`config.mk`:
```
export PLATFORM = sky130hd
export DESIGN_NAME = i2c_pin_decoder
export DESIGN_NICKNAME = d
export VERILOG_FILES = /design/src/rtl/i2cd_pkg.sv /design/src/rtl/i2cd_sync.sv /design/src/rtl/i2cd_core.sv /design/src/rtl/i2c_pin_decoder.sv
export SDC_FILE = /design/constraint.sdc
export NUM_CORES = 1
export LEC_CHECK = 0
export BUFFER_PORTS_ARGS = -buffer_cell sky130_fd_sc_hd__buf_2
export CAP_MARGIN = 30
export CELL_PAD_IN_SITES_DETAIL_PLACEMENT = 1
export CELL_PAD_IN_SITES_GLOBAL_PLACEMENT = 1
export CORE_MARGIN = 3
export CORE_UTILIZATION = 35
export CTS_CLUSTER_SIZE = 30
export DETAILED_ROUTE_END_ITERATION = 8
export PLACE_DENSITY = 0.64
export SLEW_MARGIN = 0
export SYNTH_ARGS = -nofsm -noshare
export SYNTH_HDL_FRONTEND = slang
export SYNTH_SLANG_ARGS = --single-unit
```
`constraint.sdc`:
```
create_clock -name clk -period 3.65 [get_ports clk]
set_clock_uncertainty 0.15 [all_clocks]
set_input_delay 0.5475 -clock clk [delete_from_list [all_inputs] [get_ports clk]]
set_output_delay 0.5475 -clock clk [all_outputs]
set_load 0.05 [all_outputs]
```
`src/rtl/i2cd_pkg.sv`:
```
package i2cd_pkg;
  typedef enum logic [2:0] {
    PH_IDLE = 3'd0,
    PH_WBIT = 3'd1,
    PH_WACK = 3'd2,
    PH_RBIT = 3'd3,
    PH_RACK = 3'd4,
    PH_HALT = 3'd5
  } phase_e;

  typedef enum logic [2:0] {
    CMD_NONE  = 3'd0,
    CMD_OPEN  = 3'd1,
    CMD_WRITE = 3'd2,
    CMD_FETCH = 3'd3,
    CMD_NACK  = 3'd4,
    CMD_CLOSE = 3'd5
  } cmd_e;
endpackage

```
`src/rtl/i2cd_sync.sv`:
```
module i2cd_sync #(
  parameter int STAGES = 2,
  parameter int WIDTH  = 2
) (
  input  logic             clk,
  input  logic             rst_n,
  input  logic [WIDTH-1:0] din,
  output logic [WIDTH-1:0] sync_o,
  output logic [WIDTH-1:0] prev_o
);
  logic [STAGES-1:0][WIDTH-1:0] pipe_q;
  logic [WIDTH-1:0]             prev_q;

  always_ff @(posedge clk or negedge rst_n) begin
    if (!rst_n) begin
      pipe_q <= '1;
      prev_q <= '1;
    end else begin
      pipe_q[0] <= din;
      for (int i = 1; i < STAGES; i++) pipe_q[i] <= pipe_q[i-1];
      prev_q <= pipe_q[STAGES-1];
    end
  end

  assign sync_o = pipe_q[STAGES-1];
  assign prev_o = prev_q;
endmodule

```
`src/rtl/i2cd_core.sv`:
```
module i2cd_core
  import i2cd_pkg::*;
#(
  parameter int BITS = 8
) (
  input  logic            clk,
  input  logic            rst_n,
  input  logic            scl_now,
  input  logic            scl_was,
  input  logic            sda_now,
  input  logic            sda_was,
  input  logic [BITS-1:0] rd_data,
  output logic            sda_o,
  output logic            cmd_valid,
  output cmd_e            cmd_kind,
  output logic [BITS-1:0] cmd_byte
);
  localparam int CW = $clog2(BITS);
  localparam logic [CW-1:0] LAST = CW'(BITS - 1);

  phase_e          ph_q, ph_d;
  logic [CW-1:0]   cnt_q, cnt_d;
  logic [BITS-1:0] shr_q, shr_d, byte_d;
  logic            own_q, own_d, rd_q, rd_d, fetch_q, fetch_d, sda_q, sda_d;
  logic            cv_q, cv_d;
  cmd_e            kind_q, kind_d;
  logic [BITS-1:0] byte_q;
  logic            sda_chg, scl_rise, scl_fall, start_det, stop_det, rflag;

  assign sda_chg   = sda_now ^ sda_was;
  assign scl_rise  = scl_now & ~scl_was;
  assign scl_fall  = ~scl_now & scl_was;
  // data change judged against the clock level before this cycle's clock edge
  assign start_det = sda_chg & ~sda_now & scl_was;
  assign stop_det  = sda_chg & sda_now & scl_was;

  always_comb begin
    ph_d = ph_q; cnt_d = cnt_q; shr_d = shr_q; own_d = own_q; rd_d = rd_q;
    fetch_d = 1'b0; sda_d = sda_q; cv_d = 1'b0; kind_d = CMD_NONE; byte_d = shr_q;
    rflag = 1'b0;
    if (fetch_q) begin
      sda_d = rd_data[BITS-1];
      shr_d = {rd_data[BITS-2:0], 1'b0};
    end
    if (start_det) begin
      ph_d = PH_WBIT; cnt_d = '0; own_d = 1'b0; sda_d = 1'b1;
    end else if (stop_det) begin
      if (own_q) begin
        cv_d = 1'b1; kind_d = CMD_CLOSE;
      end
      own_d = 1'b0; ph_d = PH_IDLE; sda_d = 1'b1;
    end
    if (scl_rise) begin
      unique case (ph_d)
        PH_WBIT: begin
          shr_d = {shr_d[BITS-2:0], sda_now};
          sda_d = 1'b1;
          if (cnt_d == LAST) begin ph_d = PH_WACK; cnt_d = '0; end
          else cnt_d = cnt_d + 1'b1;
        end
        PH_WACK: begin
          cv_d   = 1'b1;
          byte_d = shr_d;
          rflag  = own_d ? rd_q : shr_d[0];
          if (!own_d) begin
            kind_d = CMD_OPEN; own_d = 1'b1; rd_d = shr_d[0];
          end else begin
            kind_d = CMD_WRITE;
          end
          sda_d = 1'b0;
          ph_d  = rflag ? PH_RBIT : PH_WBIT;
          cnt_d = '0;
        end
        PH_RBIT: begin
          if (cnt_d == '0) begin
            cv_d = 1'b1; kind_d = CMD_FETCH; fetch_d = 1'b1; sda_d = 1'b1;
          end else begin
            sda_d = shr_d[BITS-1];
            shr_d = {shr_d[BITS-2:0], 1'b0};
          end
          if (cnt_d == LAST) begin ph_d = PH_RACK; cnt_d = '0; end
          else cnt_d = cnt_d + 1'b1;
        end
        PH_RACK: begin
          sda_d = 1'b1;
          cnt_d = '0;
          if (sda_now) begin
            cv_d = 1'b1; kind_d = CMD_NACK; ph_d = PH_HALT;
          end else begin
            ph_d = PH_RBIT;
          end
        end
        default: sda_d = 1'b1;
      endcase
    end
    if (scl_fall) sda_d = 1'b1;
  end

  always_ff @(posedge clk or negedge rst_n) begin
    if (!rst_n) begin
      ph_q <= PH_IDLE; cnt_q <= '0; shr_q <= '0; own_q <= 1'b0; rd_q <= 1'b0;
      fetch_q <= 1'b0; sda_q <= 1'b1; cv_q <= 1'b0; kind_q <= CMD_NONE; byte_q <= '0;
    end else begin
      ph_q <= ph_d; cnt_q <= cnt_d; shr_q <= shr_d; own_q <= own_d; rd_q <= rd_d;
      fetch_q <= fetch_d; sda_q <= sda_d; cv_q <= cv_d; kind_q <= kind_d;
      if (cv_d) byte_q <= byte_d;
    end
  end

  assign sda_o     = sda_q;
  assign cmd_valid = cv_q;
  assign cmd_kind  = kind_q;
  assign cmd_byte  = byte_q;

  a_r5_release_on_fall: assert property (@(posedge clk) disable iff (!rst_n)
    scl_fall |=> sda_q);
  a_r2_start_releases: assert property (@(posedge clk) disable iff (!rst_n)
    start_det |=> (sda_q && !cv_q));
  a_r3_close_needs_owner: assert property (@(posedge clk) disable iff (!rst_n)
    (cv_q && kind_q == CMD_CLOSE) |-> $past(own_q));
  a_r6_ack_drives_low: assert property (@(posedge clk) disable iff (!rst_n)
    (cv_q && (kind_q == CMD_OPEN || kind_q == CMD_WRITE)) |-> !sda_q);
  a_r8_halt_silent: assert property (@(posedge clk) disable iff (!rst_n)
    (ph_q == PH_HALT && !sda_chg) |=> (!cv_q && sda_q));
endmodule

```
`src/rtl/i2c_pin_decoder.sv`:
```
module i2c_pin_decoder #(
  parameter int SYNC_STAGES = 2,
  parameter int BYTE_BITS   = 8
) (
  input  logic                 clk,
  input  logic                 rst_n,
  input  logic                 scl_pin,
  input  logic                 sda_pin,
  input  logic [BYTE_BITS-1:0] rd_byte,
  output logic                 sda_out,
  output logic                 sda_line,
  output logic                 cmd_valid,
  output logic [2:0]           cmd_kind,
  output logic [BYTE_BITS-1:0] cmd_byte
);
  import i2cd_pkg::*;

  logic [1:0] pins_s, pins_p;
  cmd_e       kind_w;

  i2cd_sync #(.STAGES(SYNC_STAGES), .WIDTH(2)) u_sync (
    .clk    (clk),
    .rst_n  (rst_n),
    .din    ({scl_pin, sda_pin}),
    .sync_o (pins_s),
    .prev_o (pins_p)
  );

  i2cd_core #(.BITS(BYTE_BITS)) u_core (
    .clk       (clk),
    .rst_n     (rst_n),
    .scl_now   (pins_s[1]),
    .scl_was   (pins_p[1]),
    .sda_now   (pins_s[0]),
    .sda_was   (pins_p[0]),
    .rd_data   (rd_byte),
    .sda_o     (sda_out),
    .cmd_valid (cmd_valid),
    .cmd_kind  (kind_w),
    .cmd_byte  (cmd_byte)
  );

  assign cmd_kind = kind_w;
  assign sda_line = sda_out & pins_s[0];

  a_r9_wired_and: assert property (@(posedge clk) disable iff (!rst_n)
    (!pins_s[0]) |-> !sda_line);
endmodule

```
==> results.ini <==
[worst_setup_path]
path_class=register to register
r2r_end=u_core.ph_q[1]$_DFF_PN0_
reg2reg_depth=5
worstPathRequired_ps=3680
cp_top_family=compound AO/OA/AOI/OAI gates
crit_arrival_ps=2600
cp_max_fo=13
cp_slowest_cell=dfstp_2
rrSetupSlack_ps=1080
startpoint=u_sync.sync_o[1]$_DFF_PN1_
crit_chain=ha_1, inv_1, a221oi_2, o21ai_0, a32o_1
crit_end=u_core.ph_q[1]$_DFF_PN0_
max_stage_delay_ps=560
endpoint_kind=register
worstReg2RegStart=u_sync.sync_o[1]$_DFF_PN1_
path_depth=5
critPathLaunchType=register
crit_buf_inv=1

[sta]
fmax_mhz=389
final.setup.tns_ps=0
fin_crit_ps=2570
grt_setup_unrepaired=no
maxSlewViolCount=0
hold_violations=0
timing.final.crit_share=0.704
setup_violations=0
worst_slack_ps=1080
worst_slew_pin_slew_ps=813
slew-limit-headroom=0.458

[grt]
antenna_found_initial=0
grt_overflow_total=0
grt_pass1_vias=1653
gr-usage-all-layers=0.167
grt_pass1_wl_mm=8.34
grt_max_degree=37

[hold_path]
hold_path_class=primary input to asynchronous set/reset pin

[clocking]
clk_latency_ps=290
postCtsSetupBuffers=0
clockRootBuffer=clkbuf_8
clock_path_buffers=2
hold_buffers=0
clk_pin_slew_ps=80
clock-sinks=36
cts_resized=0
cts_tree=yes
numCtsBuffers=5
h-tree-depth=2

[pwr]
switching_share=0.310
power.switching_uw=308
pwr_density_cell_nw_per_um2=445
internal_power_uw=687
leakage_nw=0.942
power_frac_seq=0.507
power_frac_clock=0.283
pwr-share-comb=0.210
vdd_drop_max_mv=0.159

[die]
die_h_um=81.6
core_area_um2=5300
ioPinCount=26
die_width_um=81.6
num_rows=26
start_util=0.377
die_area_um2=6650

[cells_and_area]
fill_cells=602
syn_to_final_growth_pct=11.8
mostFrequentLayoutCells=dfrtp_1, buf_2, nor2_1, nand2_1, mux2i_1
drive_gt1_frac=0.335
seqCellArea_um2=910
layout_commonest_cell=dfrtp_1
multi_input_comb_area_um2=993
antennaDiodeCount=0
nets=214

[placement]
place_congestion=0.797
hpwl_mm=3.61
port_buffers=25
dpl_worst_slack_ps=1110

[yosys]
ys.flop_type=dfrtp_1
ys_seq_elements=36
async_flop_share=1.00
synth_edf_count=0
ys_seq_area_frac=0.455
syn-num-nets=192
syn_area_per_cell_um2=11.3
yosys_warnings=0
synth_cell_types=53
synth_area_um2=2000
synthCells=177

[routing]
drt_iter0_drc=68
vias_per_cell=5.58
wl_per_cell_um=18.5
postRouteAntennaNets=0
first_pass_iters=4
drc=0
vias=1506
wl_mm=5.00

[outcome]
outcome=finished clean

[flow_run]
maxCapViolCount=0

-- flip-flops by register name, indices dropped and copies added (netlist names) --
name	flops
u_core.fetch_q	1
u_core.cmd_byte	8
u_core.cnt_q	3
u_core.own_q	1
u_core.cmd_valid	1
u_core.shr_q	8
u_sync.pipe_q	2
u_core.ph_q	3
u_core.sda_o	1
u_sync.prev_o	2
u_core.rd_q	1
u_core.cmd_kind	3
u_sync.sync_o	2
-- power by group through the flow --
| stage | sequential [mW] | clock, mW | combinational [mW] |
|---|---|---|---|
| after floorplan | 0.512 | 0 | 0.148 |
| after global placement | 0.507 | 0 | 0.204 |
| after detailed placement | 0.511 | 0 | 0.210 |
| after CTS | 0.505 | 0.293 | 0.212 |
| after global routing | 0.514 | 0.313 | 0.229 |
| final | 0.504 | 0.281 | 0.209 |
-- synth_stat cells (4+ instances only) --
| cell type | count | area, um2 |
|---|---|---|
| a21oi_1 | 7 | 35.0 |
| nand4_1 | 6 | 37.5 |
| dfrtp_1 | 29 | 726 |
| buf_2 | 4 | 20.0 |
| a21oi_2 | 7 | 61.3 |
| inv_1 | 8 | 30.0 |
| o21ai_0 | 6 | 30.0 |
| nor2_1 | 15 | 56.3 |
| dfstp_2 | 7 | 184 |
| mux4_2 | 6 | 135 |
| nand2_1 | 13 | 48.8 |
| mux2i_1 | 9 | 90.1 |
-- layer usage --
layer | GRT usage | vias to the layer above | routed length [um]
li1 | - | 694 | -
met1 | 0.210 | 767 | 2260
met2 | 0.285 | 37 | 2440
met3 | 0.0373 | 8 | 241
met4 | 0.0541 | 0 | 63
met5 | 0 | - | 0
-- cell families (layout without fill, tap and decap cells) --
logic type,count (synthesis),in the layout,share of synthesized area
AND/OR/NAND/NOR,61,61,0.186
XOR/XNOR,1,1,0.00814
buffers and inverters,18,41,0.0476
AO/OA/AOI/OAI,41,41,0.160
adder cells (fa/ha/maj),3,3,0.0188
multiplexers,17,17,0.124
flip-flops,36,36,0.455
-- worst min-delay path by stage --
stage	start	end	slack, ps	depth (start not counted)
2_1_floorplan	rst_n	u_core.cmd_byte[0]$_DFFE_PN0P_	100	0
3_3_place_gp	u_sync.pipe_q[0]$_DFF_PN1_	u_sync.sync_o[0]$_DFF_PN1_	200	0
3_5_place_dp	u_sync.pipe_q[1]$_DFF_PN1_	u_sync.sync_o[1]$_DFF_PN1_	200	0
4_1_cts	sda_pin	u_sync.pipe_q[0]$_DFF_PN1_	190	1
5_1_grt	sda_pin	u_sync.pipe_q[0]$_DFF_PN1_	180	1
6_report	rst_n	u_core.cmd_valid$_DFF_PN0_	200	1
-- per-stage QoR --
stage	utilization	power [mW]	hold slack, ps	instances	cell area, um2
after floorplan	-	0.660	102	177	2000
after global placement	0.405	0.710	199	262	2150
after detailed placement	0.405	0.721	198	262	2150
after CTS	0.421	1.01	191	270	2230
after global routing	0.421	1.06	185	270	2230
final	0.421	0.995	200	270	2230
-- layout make-up --
cell class	instances	share of cell area
flip-flops and latches	36	0.407
multi-input cells	123	0.445
well taps	70	0.0392
inverters	8	0.0134
clock buffers	5	0.0308
repair buffers	25	0.0560
clock inverters	3	0.00840
Note: power is estimated with default switching activity, not from simulation.
